File: config.mk
export PLATFORM = sky130hd
export DESIGN_NAME = pipe_hazard_ctrl
export DESIGN_NICKNAME = d
export VERILOG_FILES = /design/src/rtl/hz_pkg.sv /design/src/rtl/hz_fwd_sel.sv /design/src/rtl/hz_interlock.sv /design/src/rtl/hz_ctrl_merge.sv /design/src/rtl/pipe_hazard_ctrl.sv
export SDC_FILE = /design/constraint.sdc
export NUM_CORES = 1
export LEC_CHECK = 0
export ABC_AREA = 1
export BUFFER_PORTS_ARGS = -buffer_cell sky130_fd_sc_hd__clkbuf_2
export CORE_ASPECT_RATIO = 0.8
export CORE_UTILIZATION = 31
export DETAILED_ROUTE_END_ITERATION = 10
export PLACE_DENSITY = 0.88
export SLEW_MARGIN = 20
export SYNTH_ARGS = -nofsm -noshare
export SYNTH_HDL_FRONTEND = slang
export SYNTH_SLANG_ARGS = --single-unit
File: constraint.sdc
create_clock -name vclk -period 0.8
set_clock_uncertainty 0.2 [all_clocks]
set_input_delay 0.04 -clock vclk [all_inputs]
set_output_delay 0.04 -clock vclk [all_outputs]
set_load 0.02 [all_outputs]
File: src/rtl/hz_pkg.sv
package hz_pkg;
  localparam int NSTG = 5;
  localparam int STG_IF = 0;
  localparam int STG_RF = 1;
  localparam int STG_EX = 2;
  localparam int STG_DC = 3;
  localparam int STG_WB = 4;

  typedef enum logic [1:0] {
    BYP_RF   = 2'd0,
    BYP_DC   = 2'd1,
    BYP_WB   = 2'd2,
    BYP_ZERO = 2'd3
  } byp_e;

  localparam logic [NSTG-1:0] HOLD_NONE  = '0;
  localparam logic [NSTG-1:0] HOLD_ALL   = '1;
  localparam logic [NSTG-1:0] HOLD_YOUNG = NSTG'((1 << (STG_RF + 1)) - 1);

  // Cancel mask: the faulting stage and every younger (lower-index) stage.
  function automatic logic [NSTG-1:0] cancel_mask(input logic req, input logic [2:0] stg);
    logic [NSTG-1:0] m;
    for (int i = 0; i < NSTG; i++) m[i] = req && (3'(i) <= stg);
    return m;
  endfunction
endpackage

File: src/rtl/hz_fwd_sel.sv
module hz_fwd_sel
  import hz_pkg::*;
#(
  parameter int REG_W = 5
) (
  input  logic             clk,
  input  logic             rst_n,
  input  logic [REG_W-1:0] src,
  input  logic             dc_valid,
  input  logic             dc_we,
  input  logic [REG_W-1:0] dc_dst,
  input  logic             wb_valid,
  input  logic             wb_we,
  input  logic [REG_W-1:0] wb_dst,
  output logic [1:0]       sel
);
  function automatic logic produces(input logic v, input logic we,
                                    input logic [REG_W-1:0] d, input logic [REG_W-1:0] s);
    return v && we && (d == s);
  endfunction

  logic src_zero, dc_hit, wb_hit;
  byp_e sel_e;

  assign src_zero = (src == '0);
  assign dc_hit   = produces(dc_valid, dc_we, dc_dst, src);
  assign wb_hit   = produces(wb_valid, wb_we, wb_dst, src);

  always_comb begin
    if (src_zero)    sel_e = BYP_ZERO;
    else if (dc_hit) sel_e = BYP_DC;
    else if (wb_hit) sel_e = BYP_WB;
    else             sel_e = BYP_RF;
  end
  assign sel = sel_e;

  AST_R0_READS_ZERO: assert property (@(posedge clk) disable iff (!rst_n)
    (src == '0) |-> (sel == BYP_ZERO));
  AST_DC_OVER_WB: assert property (@(posedge clk) disable iff (!rst_n)
    (dc_valid && dc_we && dc_dst == src && src != '0) |-> (sel == BYP_DC));
  AST_WB_SEL_HAS_PRODUCER: assert property (@(posedge clk) disable iff (!rst_n)
    (sel == BYP_WB) |-> (wb_valid && wb_we && wb_dst == src));
endmodule

File: src/rtl/hz_interlock.sv
module hz_interlock #(
  parameter int REG_W = 5
) (
  input  logic             clk,
  input  logic             rst_n,
  input  logic             rf_valid,
  input  logic [REG_W-1:0] rf_src_a,
  input  logic [REG_W-1:0] rf_src_b,
  input  logic             rf_is_mdmove,
  input  logic             ex_valid,
  input  logic [REG_W-1:0] ex_dst,
  input  logic             ex_we,
  input  logic             ex_is_load,
  input  logic             md_busy,
  output logic             load_use,
  output logic             md_wait
);
  function automatic logic needs_reg(input logic [REG_W-1:0] a, input logic [REG_W-1:0] b,
                                     input logic [REG_W-1:0] d);
    return (d != '0) && ((a == d) || (b == d));
  endfunction

  logic ex_load_wr;
  assign ex_load_wr = ex_valid && ex_is_load && ex_we;
  assign load_use   = rf_valid && ex_load_wr && needs_reg(rf_src_a, rf_src_b, ex_dst);
  assign md_wait    = rf_valid && rf_is_mdmove && md_busy;

  AST_LOADUSE_HAS_LOAD: assert property (@(posedge clk) disable iff (!rst_n)
    load_use |-> (ex_valid && ex_is_load && rf_valid));
  AST_MDWAIT_ONLY_BUSY: assert property (@(posedge clk) disable iff (!rst_n)
    (!md_busy) |-> !md_wait);
endmodule

File: src/rtl/hz_ctrl_merge.sv
module hz_ctrl_merge
  import hz_pkg::*;
(
  input  logic            clk,
  input  logic            rst_n,
  input  logic            stall,
  input  logic            slip,
  input  logic            exc_req,
  input  logic [2:0]      exc_stage,
  input  logic            br_taken,
  output logic [NSTG-1:0] hold,
  output logic [NSTG-1:0] flush,
  output logic            ex_bubble,
  output logic            redirect
);
  logic do_stall, do_slip;

  // Priority: exception over stall over slip.
  assign do_stall = stall && !exc_req;
  assign do_slip  = slip && !stall && !exc_req;

  always_comb begin
    if (do_stall)     hold = HOLD_ALL;
    else if (do_slip) hold = HOLD_YOUNG;
    else              hold = HOLD_NONE;
  end

  assign ex_bubble = do_slip;
  assign flush     = cancel_mask(exc_req, exc_stage);
  assign redirect  = exc_req;

  AST_HOLD_FLUSH_DISJOINT: assert property (@(posedge clk) disable iff (!rst_n)
    (hold & flush) == '0);
  AST_SLIP_YOUNG_ONLY: assert property (@(posedge clk) disable iff (!rst_n)
    ex_bubble |-> (!hold[STG_DC] && !hold[STG_WB] && hold[STG_RF] && hold[STG_IF]));
  AST_STALL_FREEZES: assert property (@(posedge clk) disable iff (!rst_n)
    (stall && !exc_req) |-> (&hold && !ex_bubble));
  AST_EXC_CANCELS: assert property (@(posedge clk) disable iff (!rst_n)
    exc_req |-> (flush[STG_IF] && redirect && hold == '0 && !ex_bubble));
  AST_FLUSH_CONTIGUOUS: assert property (@(posedge clk) disable iff (!rst_n)
    (flush & (flush + NSTG'(1))) == '0);
  AST_BRANCH_NO_FLUSH: assert property (@(posedge clk) disable iff (!rst_n)
    (br_taken && !exc_req) |-> (flush == '0));
endmodule

File: src/rtl/pipe_hazard_ctrl.sv
module pipe_hazard_ctrl
  import hz_pkg::*;
#(
  parameter int REG_W = 5
) (
  input  logic             clk,
  input  logic             rst_n,
  input  logic             rf_valid,
  input  logic [REG_W-1:0] rf_src_a,
  input  logic [REG_W-1:0] rf_src_b,
  input  logic             rf_is_mdmove,
  input  logic             ex_valid,
  input  logic [REG_W-1:0] ex_src_a,
  input  logic [REG_W-1:0] ex_src_b,
  input  logic [REG_W-1:0] ex_dst,
  input  logic             ex_we,
  input  logic             ex_is_load,
  input  logic             dc_valid,
  input  logic [REG_W-1:0] dc_dst,
  input  logic             dc_we,
  input  logic             wb_valid,
  input  logic [REG_W-1:0] wb_dst,
  input  logic             wb_we,
  input  logic             md_busy,
  input  logic             icache_miss,
  input  logic             dcache_miss,
  input  logic             br_taken,
  input  logic             exc_req,
  input  logic [2:0]       exc_stage,
  output logic [4:0]       hold,
  output logic [4:0]       flush,
  output logic             ex_bubble,
  output logic             redirect,
  output logic [1:0]       byp_a,
  output logic [1:0]       byp_b,
  output logic             rf_wr_en
);
  localparam int NOPS = 2;

  logic load_use, md_wait, slip, stall;
  logic [REG_W-1:0] op_src [NOPS];
  logic [1:0]       op_sel [NOPS];

  assign stall = icache_miss || dcache_miss;
  assign slip  = load_use || md_wait;

  hz_interlock #(.REG_W(REG_W)) u_ilk (
    .clk(clk), .rst_n(rst_n),
    .rf_valid(rf_valid), .rf_src_a(rf_src_a), .rf_src_b(rf_src_b),
    .rf_is_mdmove(rf_is_mdmove),
    .ex_valid(ex_valid), .ex_dst(ex_dst), .ex_we(ex_we), .ex_is_load(ex_is_load),
    .md_busy(md_busy),
    .load_use(load_use), .md_wait(md_wait)
  );

  hz_ctrl_merge u_merge (
    .clk(clk), .rst_n(rst_n),
    .stall(stall), .slip(slip), .exc_req(exc_req), .exc_stage(exc_stage),
    .br_taken(br_taken),
    .hold(hold), .flush(flush), .ex_bubble(ex_bubble), .redirect(redirect)
  );

  assign op_src[0] = ex_src_a;
  assign op_src[1] = ex_src_b;

  for (genvar g = 0; g < NOPS; g++) begin : g_op
    hz_fwd_sel #(.REG_W(REG_W)) u_fwd (
      .clk(clk), .rst_n(rst_n),
      .src(op_src[g]),
      .dc_valid(dc_valid), .dc_we(dc_we), .dc_dst(dc_dst),
      .wb_valid(wb_valid), .wb_we(wb_we), .wb_dst(wb_dst),
      .sel(op_sel[g])
    );
  end

  assign byp_a = op_sel[0];
  assign byp_b = op_sel[1];

  assign rf_wr_en = wb_valid && wb_we && (wb_dst != '0) && !flush[STG_WB] && !hold[STG_WB];

  AST_NO_WRITE_CANCELLED: assert property (@(posedge clk) disable iff (!rst_n)
    (flush[STG_WB] || hold[STG_WB]) |-> !rf_wr_en);
  AST_MD_SLIP_BUBBLES: assert property (@(posedge clk) disable iff (!rst_n)
    (md_wait && !stall && !exc_req) |-> ex_bubble);
  AST_LOAD_SLIP_BUBBLES: assert property (@(posedge clk) disable iff (!rst_n)
    (load_use && !stall && !exc_req) |-> (ex_bubble && hold == 5'b00011));
endmodule

* Word-level counts from Yosys, hierarchy flattened
Index checks and enable logic that the tools add are counted.
** Word-level totals
- Register bits :: 0
- Input bits :: 54
- Output and inout bits :: 17
- Logic and storage cells :: 54
** Operators by class
- Magnitude comparators :: 5
- Equal/unequal tests :: 6
- Muxes and demuxes :: 8
- Reductions and logical operators :: 35
** Operators by type and width (count)
- equality test 5 bit :: 6
- logical AND 1 bit :: 24
- 2-to-1 mux 2 bit :: 7
- zero test 5 bit :: 2
- nonzero test 5 bit :: 2
- less-or-equal comparator 1 x 3 -> 1 bit, first input constant :: 2
- less-or-equal comparator 2 x 3 -> 1 bit, first input constant :: 2
- 2-to-1 mux 5 bit :: 1
- zero test 1 bit :: 4
- less-or-equal comparator 3 bit, first input constant :: 1
- logical OR 1 bit :: 3

* Logic depth before layout (Yosys ltp)
Gate-level depths: netlist (run 1).
- Word-level depth :: 11
- Depth in mapped cells :: 11
- Mapped depth without buffers :: 10

* Cells and area by module
A second synthesis (run 1) with hierarchy kept.
** Second synthesis, totals
- Cell total of the unflattened synthesis :: 193
- Area, all modules :: 828.3 um^2
** Modules (own cells, without submodules)
- hz_fwd_sel :: times used 2, cells an instance 55, area each 229.0 um^2, seq. area each 0.0 um^2
- hz_interlock :: times used 1, cells an instance 50, area each 214.0 um^2, seq. area each 0.0 um^2
- hz_ctrl_merge :: times used 1, cells an instance 20, area each 98.8 um^2, seq. area each 0.0 um^2
- pipe_hazard_ctrl :: times used 1, cells an instance 13, area each 57.6 um^2, seq. area each 0.0 um^2

* Worst setup path before layout (run 1)
OpenSTA, ideal clock, no wires.
- Path kind :: input port to output port
- Start point :: input port ex_dst[3]
- End point :: output port hold[1]
- Data arrival time :: 869 ps
- Required time :: 560 ps
- Setup slack :: -309 ps
- Cell stages on the path :: 11
- Buffers on the path :: 1
- Cells stage by stage :: inv_1 > nand2_1 > nand2_1 > nor2_1 > nand3_1 > nand2_1 > nand2_1 > nand2_1 > nand2_1 > nand2_1 > buf_4
** Between the ends
- Word-level cells in the longest chain between the ends :: 9
- Elaborated cells on any way between the ends :: 11
- Classes of those cells :: eq/ne (2); mux (2); reduce/logical (7)
** RTL lines
- start: declaration :: line pipe_hazard_ctrl.sv:15 : input logic [REG_W-1:0] ex_dst,
- equality test 5 bit :: line hz_interlock.sv:20 : return (d != '0) && ((a == d) || (b == d));
- logical OR 1 bit :: line hz_interlock.sv:20
- logical AND 1 bit (*) :: line hz_interlock.sv:20
- logical AND 1 bit (*) :: line hz_interlock.sv:25 : assign load_use = rf_valid && ex_load_wr && needs_reg(rf_src_a, rf_src_b, ex_dst);
- logical OR 1 bit (*) :: line pipe_hazard_ctrl.sv:45 : assign slip = load_use || md_wait;
- logical AND 1 bit (*) (2 in series) :: line hz_ctrl_merge.sv:20 : assign do_slip = slip && !stall && !exc_req;
- 2-to-1 mux 2 bit (*) :: line hz_ctrl_merge.sv:24 : else if (do_slip) hold = HOLD_YOUNG;
- 2-to-1 mux 5 bit (*) :: line hz_ctrl_merge.sv:23 : if (do_stall) hold = HOLD_ALL;
- end: declaration :: line pipe_hazard_ctrl.sv:30 : output logic [4:0] hold,
Every way passes the cells marked *; elsewhere a longest branch is shown, timed or not.

* Worst setup path after layout (run 1)
- Start point :: input port wb_dst[2]
- End point :: output port byp_b[1]
** Between the ends
- Word-level cells in the longest chain between the ends :: 5
** RTL lines
- start: declaration :: line pipe_hazard_ctrl.sv:22 : input logic [REG_W-1:0] wb_dst,
- equality test 5 bit :: line hz_fwd_sel.sv:19 : return v && we && (d == s);
- logical AND 1 bit :: line hz_fwd_sel.sv:19
- 2-to-1 mux 2 bit :: line hz_fwd_sel.sv:32 : else if (wb_hit) sel_e = BYP_WB;
- 2-to-1 mux 2 bit :: line hz_fwd_sel.sv:31 : else if (dc_hit) sel_e = BYP_DC;
- 2-to-1 mux 2 bit :: line hz_fwd_sel.sv:30 : if (src_zero) sel_e = BYP_ZERO;
- end: declaration :: line pipe_hazard_ctrl.sv:35 : output logic [1:0] byp_b,
Every way passes these cells.

==> results of run 1 <==
[repair_timing]
action | in CTS | in global routing
pin swaps | 18 | 36
setup endpoints to repair | 15 | 14
resized for setup | 47 | 64
buffers inserted | 1 | 0
[through the flow]
stage,total power [mW],utilization,instances,setup WS (ps)
floorplan,0.313,-,142,-219
CTS,0.714,0.721,241,-392
detailed placement,0.589,0.591,240,-514
global placement,0.577,0.591,240,-474
global route,0.912,0.808,241,-471
finish,0.855,0.808,241,-409
[cells in the mapped netlist]
cell	n	share of area
sky130_fd_sc_hd__nand4_1	3	0.028
sky130_fd_sc_hd__xor2_1	6	0.078
sky130_fd_sc_hd__inv_1	29	0.16
sky130_fd_sc_hd__o211ai_1	1	0.011
sky130_fd_sc_hd__nor4_1	2	0.019
sky130_fd_sc_hd__nand3_1	11	0.082
sky130_fd_sc_hd__a21oi_1	1	0.0074
sky130_fd_sc_hd__nor3b_1	1	0.011
sky130_fd_sc_hd__inv_2	1	0.0056
sky130_fd_sc_hd__o22ai_1	1	0.0093
sky130_fd_sc_hd__o21ai_0	3	0.022
sky130_fd_sc_hd__xnor2_1	6	0.078
sky130_fd_sc_hd__nor3_1	5	0.037
sky130_fd_sc_hd__o21bai_1	1	0.011
sky130_fd_sc_hd__buf_4	5	0.056
sky130_fd_sc_hd__nand2_1	46	0.26
sky130_fd_sc_hd__nor2_1	16	0.089
sky130_fd_sc_hd__a22o_1	1	0.013
sky130_fd_sc_hd__or2_2	2	0.019
sky130_fd_sc_hd__clkbuf_1	1	0.0056
[metal layers]
metal / vias to the layer above / global-route usage / wire [um]
met3: 6 / 0.0246 / 201
met1: 502 / 0.256 / 1070
met4: 0 / 0.0564 / 68
met5: - / 0 / 0
met2: 60 / 0.469 / 1530
li1: 584 / - / -
[kinds of logic after synthesis]
logic type,after synthesis,synth area share
AND/OR/NAND/NOR,86,0.541
buffers and inverters,36,0.229
AO/OA/AOI/OAI,8,0.0744
XOR/XNOR,12,0.156
[power breakdown]
part | internal, mW | switching [mW] | total (mW)
logic | 0.451 | 0.404 | 0.855
clock network | 0 | 0 | 0
registers | 0 | 0 | 0
[worst max-delay path by stage]
stage / to / slack, ps
floorplan: hold[1] / -220
global placement: hold[0] / -470
detailed placement: hold[0] / -510
CTS: hold[0] / -390
global route: hold[0] / -470
finish: byp_b[1] / -410
[placed cells by master (no fill, tap or decap), types with 2 or more instances in the layout]
cell type / count
sky130_fd_sc_hd__buf_8: 16
sky130_fd_sc_hd__buf_2: 2
sky130_fd_sc_hd__inv_1: 15
sky130_fd_sc_hd__buf_12: 2
sky130_fd_sc_hd__clkbuf_8: 5
sky130_fd_sc_hd__buf_6: 8
sky130_fd_sc_hd__inv_4: 3
sky130_fd_sc_hd__xor2_1: 5
sky130_fd_sc_hd__clkbuf_2: 36
sky130_fd_sc_hd__nand2_2: 11
sky130_fd_sc_hd__nand3_1: 9
sky130_fd_sc_hd__nand2_1: 33
sky130_fd_sc_hd__nand4_1: 3
sky130_fd_sc_hd__inv_2: 10
sky130_fd_sc_hd__nor2_4: 3
sky130_fd_sc_hd__nor3_1: 3
sky130_fd_sc_hd__nand2_4: 2
sky130_fd_sc_hd__buf_4: 11
sky130_fd_sc_hd__nor2_2: 2
sky130_fd_sc_hd__nor3_2: 2
sky130_fd_sc_hd__nor2_1: 11
sky130_fd_sc_hd__xnor2_1: 4
sky130_fd_sc_hd__o21ai_1: 2
[worst max-delay path, cell delays in order]
cell and delay [ps]:
sky130_fd_sc_hd__buf_12 110, sky130_fd_sc_hd__xnor2_4 170, sky130_fd_sc_hd__nand3_4 90, sky130_fd_sc_hd__nor4_4 220
sky130_fd_sc_hd__nand2_1 110, sky130_fd_sc_hd__nand2_2 100, sky130_fd_sc_hd__buf_8 120
[cell type report]
cell class                 instances  area [um2]  area share
timing repair buffer              81         737       0.465
multi-input combinational        106         686       0.433
inverter                          30         133      0.0837
tap                               24        30.0      0.0189
==> flow_results.org, run 1 <==
** Timing
- Maximum clock rate :: 827 MHz
- Number of max-slew violations in the final report :: 0
- Setup violations remaining at the end of the flow were counted as 11.
- Headroom to the max-slew limit :: 0.816
- After layout, the worst setup slack is -409 ps.
- Final Hold Viols :: 0
- Setup_tns :: -2660 ps
- Actual slew at the worst max-slew pin :: 275 ps
- Setup repair after global routing missed its margin :: true
- Crit path time final :: 1210 ps
- Worst hold margin :: 240 ps
- Crit share post-route :: 1.51

** Worst setup path
- CP required :: 560 ps
- The worst setup path is of the in -> out kind.
- Crit path capture type :: output port
- Origin of the worst setup path :: wb_dst[2]
- Worst EP arrival :: 970 ps
- Crit path launch type :: input pin
- Along the worst path, the maximum fanout reaches 3.

** Placement
- Placed wire-length estimate after detailed placement :: 1.89 mm
- The count of buffers added on input and output ports is 68.
- Once placement finished, the instance area stood at 1160 um2.
- The congestion estimate from routability-driven global placement came to 0.807.

** GRT
- Total global routing overflow :: 0
- The via count of the first global-routing pass is 1082.
- Entering global routing, the biggest net connects 6 pins.
- The first global-routing pass estimated 4.20 mm of wire.
- GRT Total Usage :: 0.235
- The number of antenna violations at the first check in global routing came to 0.

** Finish
- Area added between synthesis and finish :: 136%
- The design has 0 sequential cells.
- Number of inserted filler cells in the final layout :: 134
- Net total in the final layout :: 273
- The finished cells cover 1590 um2.
- In the final layout, flip-flops and latches occupy 0 um2.
- The repair_antennas step left the layout with diodes totalling 0.
- Clock tree buffer count of the final layout :: 0
- In the final layout, the share of cells above drive strength 1 is 0.581.

** Yosys
- For this run, the number of Yosys warnings is 0.
- Summing every instance area after synthesis gives 673 um2.
- Synth Net Count :: 196
- Synth Area per Inst :: 4.74 um2
- After technology mapping, the gate count stands at 142.
- Sequential element share of the synthesized area :: 0
- Count of cell types in the netlist :: 20

** Detailed routing
- Total wire length after detailed routing :: 2.87 mm
- The detailed router placed 1152 vias in this run.
- Remaining DRCs :: 0
- Iteration-0 DRC count of the detailed router :: 35
- Routed wirelength normalized by instance count :: 11.9 um
- The pre-antenna-repair detailed-routing pass consisted of 4 iterations.
- Remaining number of nets flagged by the antenna check after routing :: 0
- Dividing the detail-routed via count by the number of cells gives 4.78.

** Die
- Total core area :: 1960 um2
- The die is 43.7 um tall.
- In this run the core area contains 14 standard-cell rows.
- Effective utilization at floorplan :: 0.343
- The floorplan step defined a die boundary enclosing 2360 um2.
- During I/O placement, the number of pins put on the boundary was 71.
- From left edge to right edge, the die measures 54.1 um.

** Power
- In this run the static leakage power is 0.893 nW.
- IR analysis of the VDD net gives a maximum drop of 0.378 mV.
- Ratio of total power to cell area :: 539 nW/um2

** CTS
- Buffers inserted to repair hold after CTS numbered 0.

** Run
- Across the run, the number of max-cap violations was 0.

** Hold path
- The worst hold path begins at exc_req.
- Along the worst hold path, the cell count comes to 3.
- Hold crit path type :: in -> out
- Hold Crit Endpoint :: flush[0]

** Status
- Violated checks :: setup timing
- Outcome :: finished with violations
Power figures use the tool's default switching activity.
==> run 2: changes to the inputs <==
--- a/config.mk
+++ b/config.mk
@@ -10,7 +10,7 @@
 export CORE_ASPECT_RATIO = 0.8
 export CORE_UTILIZATION = 31
 export DETAILED_ROUTE_END_ITERATION = 10
-export PLACE_DENSITY = 0.88
+export PLACE_DENSITY = 0.85
 export SLEW_MARGIN = 20
 export SYNTH_ARGS = -nofsm -noshare
 export SYNTH_HDL_FRONTEND = slang
==> constraint.sdc (replaced) <==
create_clock -name vclk -period 1.44
set_clock_uncertainty 0.2 [all_clocks]
set_input_delay 0.072 -clock vclk [all_inputs]
set_output_delay 0.072 -clock vclk [all_outputs]
set_load 0.02 [all_outputs]
==> run 2 against run 1 <==
Against the previous run: the run now ends clean; final cell count down 5.4%; largest cell class is now multi-input gates; die area stayed put; critical path depth up 5; design area down 37%; global-route usage fell by 6.3 points; via count fell by 14%; worst hold slack lost 6.4 ps; setup slack better by 570 ps; count of clock-buffer cells in the layout is the same; critical path type unchanged; sequential share of layout area unchanged; combinational power decreased by 67%; sequential cell count is the same.
==> flow_results.org, run 2 (synthesis gave the netlist of run 1 again) <==
** Detailed routing
- Remaining DRCs :: 0
- In this run the remaining antenna-violating nets after routing total 0.
- Via density per instance :: 4.35
- Detailed Routing Iterations Pass 1 :: 6
- In the final routed layout, each cell accounts on average for 8.74 um.
- The routed layout has 992 vias.
- Iteration-0 DRC count of the detailed router :: 22
- For this block, the routed nets add up to 1.99 mm of wire.

** Timing
- Crit share post-route :: 0.887
- After routing, the total negative slack on setup checks comes to 0 ps.
- Final Hold Viols :: 0
- Number of setup violations in the final report :: 0
- Setup repair after global routing missed its margin :: false
- The worst path needs 1280 ps of the cycle, external delays included.
- Headroom to the max-slew limit :: 0.805
- Number of max-slew violations in the final report :: 0
- Maximum clock rate :: 783 MHz
- Worst hold margin :: 234 ps
- At the pin with the least slew margin, the transition time is 291 ps.

** Worst setup path
- Worst-path maximum fanout :: 3
- Worst path max stage delay :: 170 ps
- On the critical path, the stage with the largest delay is an instance of sky130_fd_sc_hd__clkbuf_2.
- Crit path capture type :: output port
- CP required :: 1170 ps
- Worst EP arrival :: 1010 ps
- Broken down by cell family, the worst path's largest delay share belongs to simple AND/OR/NAND/NOR gates.
- In this design, the critical path's most frequently occurring cell is sky130_fd_sc_hd__nand2_1.
- Walking the worst path, the cells encountered are clkbuf_2, inv_1, nand2_1, nand2_1, nor2_1, nand3_1, nand2_1, nand2_1, nand2_1, nand2_1, nand2_1, clkbuf_2.
- Crit Path Class :: in -> out
- Counting both buffers and inverters, the worst setup path holds a total of 3.
- The critical path crosses 12 cells after its start point.
- STA classifies the critical path startpoint as an input pin.

** Finish
- Most frequent standard cell in the layout excluding fill and tap cells :: sky130_fd_sc_hd__clkbuf_2
- Relative to the synthesized area, the layout overhead comes to 48.9%.
- Clock buffers in the final layout number 0.
- Summing all flip-flop and latch instances after layout gives 0 um2.
- In the layout the commonest cells are sky130_fd_sc_hd__clkbuf_2, sky130_fd_sc_hd__nand2_1, sky130_fd_sc_hd__inv_1.
- The design has 0 sequential cells.
- Number of inserted filler cells in the final layout :: 221
- Fraction of final layout cells with drive strength greater than 1 :: 0.348
- For this run, the post-layout net count is 260.
- The number of antenna diodes in the final layout is 0.
- Fin util :: 0.511

** Placement
- At the end of routability-driven placement, the weighted congestion stood at 0.806.
- Detailed placement ended at an HPWL of 1.86 mm.
- Buffers added on ports :: 68

** Die
- Number of placement rows :: 14
- Die Span Y :: 43.7 um
- Effective utilization at floorplan :: 0.343
- The die covers 2360 um2.
- In this run the horizontal extent of the chip is 54.1 um.
- After floorplanning, the core was sized to cover 1960 um2.
- I/O pin total :: 71

** Power
- Highest ir drop seen on vdd :: 0.136 mV
- Dividing total power by cell area gives a power density of 281 nW/um2.
- For this design the static power due to leakage is 0.713 nW.

** GRT
- Initial antenna violation count :: 0
- Across every metal layer, demand over resource in global routing totals 0.172.
- After global routing the overflow that remains totals 0.
- Global-route wire length before repair :: 3.14 mm
- Vias in the first global route :: 766
- Maximum number of pins on one net before global-route repair :: 7

** Status
- Outcome :: complete, no violations

** CTS
- After clock tree synthesis, the flow added hold-fix buffers numbering 0.
- In this run the post-CTS setup repair buffer count came out at 0.
- Number of resized instances in the post-cts repair step :: 0

** Hold path
- The path class of the tightest hold or removal check is in -> out.
- Number of instances on the worst hold path :: 2

** Run
- Number of max-cap violations :: 0
==> run 2: changes by cell type in the layout (fill, tap and decap cells not counted), moves of 5 or more <==
| cell | before | now |
|---|---|---|
| sky130_fd_sc_hd__nand2_1 | 33 | 46 |
| sky130_fd_sc_hd__inv_2 | 10 | 1 |
| sky130_fd_sc_hd__buf_4 | 11 | 0 |
| sky130_fd_sc_hd__clkbuf_2 | 36 | 68 |
| sky130_fd_sc_hd__nand2_2 | 11 | 0 |
| sky130_fd_sc_hd__inv_1 | 15 | 29 |
| sky130_fd_sc_hd__nor2_1 | 11 | 16 |
| sky130_fd_sc_hd__buf_8 | 16 | 0 |
| sky130_fd_sc_hd__buf_6 | 8 | 0 |
| sky130_fd_sc_hd__clkbuf_8 | 5 | 0 |
==> run 2: routing by layer <==
layer	routed length [um]	part of all wire	vias to the layer above	GRT usage
li1	-	-	557	-
met1	942	0.47	398	0.256
met2	933	0.47	37	0.291
met3	117	0.059	0	0.00351
met4	0	0	0	0
met5	0	0	-	0
==> run 2: worst paths after layout <==
check,from,to,slack (ps)
max,ex_dst[3],hold[1],160
min,exc_req,redirect,230
==> run 2: stage by stage <==
step / cell area [um2] / setup WS, ps / power [mW] / std cells
2_1_floorplan: 673 / 267 / 0.160 / 142
3_3_place_gp: 1000 / 185 / 0.277 / 228
3_5_place_dp: 1000 / 159 / 0.282 / 228
4_1_cts: 1000 / 160 / 0.283 / 228
5_1_grt: 1000 / 38.5 / 0.316 / 228
6_report: 1000 / 162 / 0.282 / 228
==> run 2: layout make-up <==
type	count	area [um2]	area share
inverters	30	113	0.112
repair buffers	68	340	0.340
well taps	24	30.0	0.0300
multi-input cells	106	519	0.518
==> run 2: power by group <==
group | internal (mW) | leakage, nW | total, mW | switching (mW)
clock | 0 | 0 | 0 | 0
combinational | 0.123 | 0.713 | 0.282 | 0.159
sequential | 0 | 0 | 0 | 0
total | 0.123 | 0.713 | 0.282 | 0.159
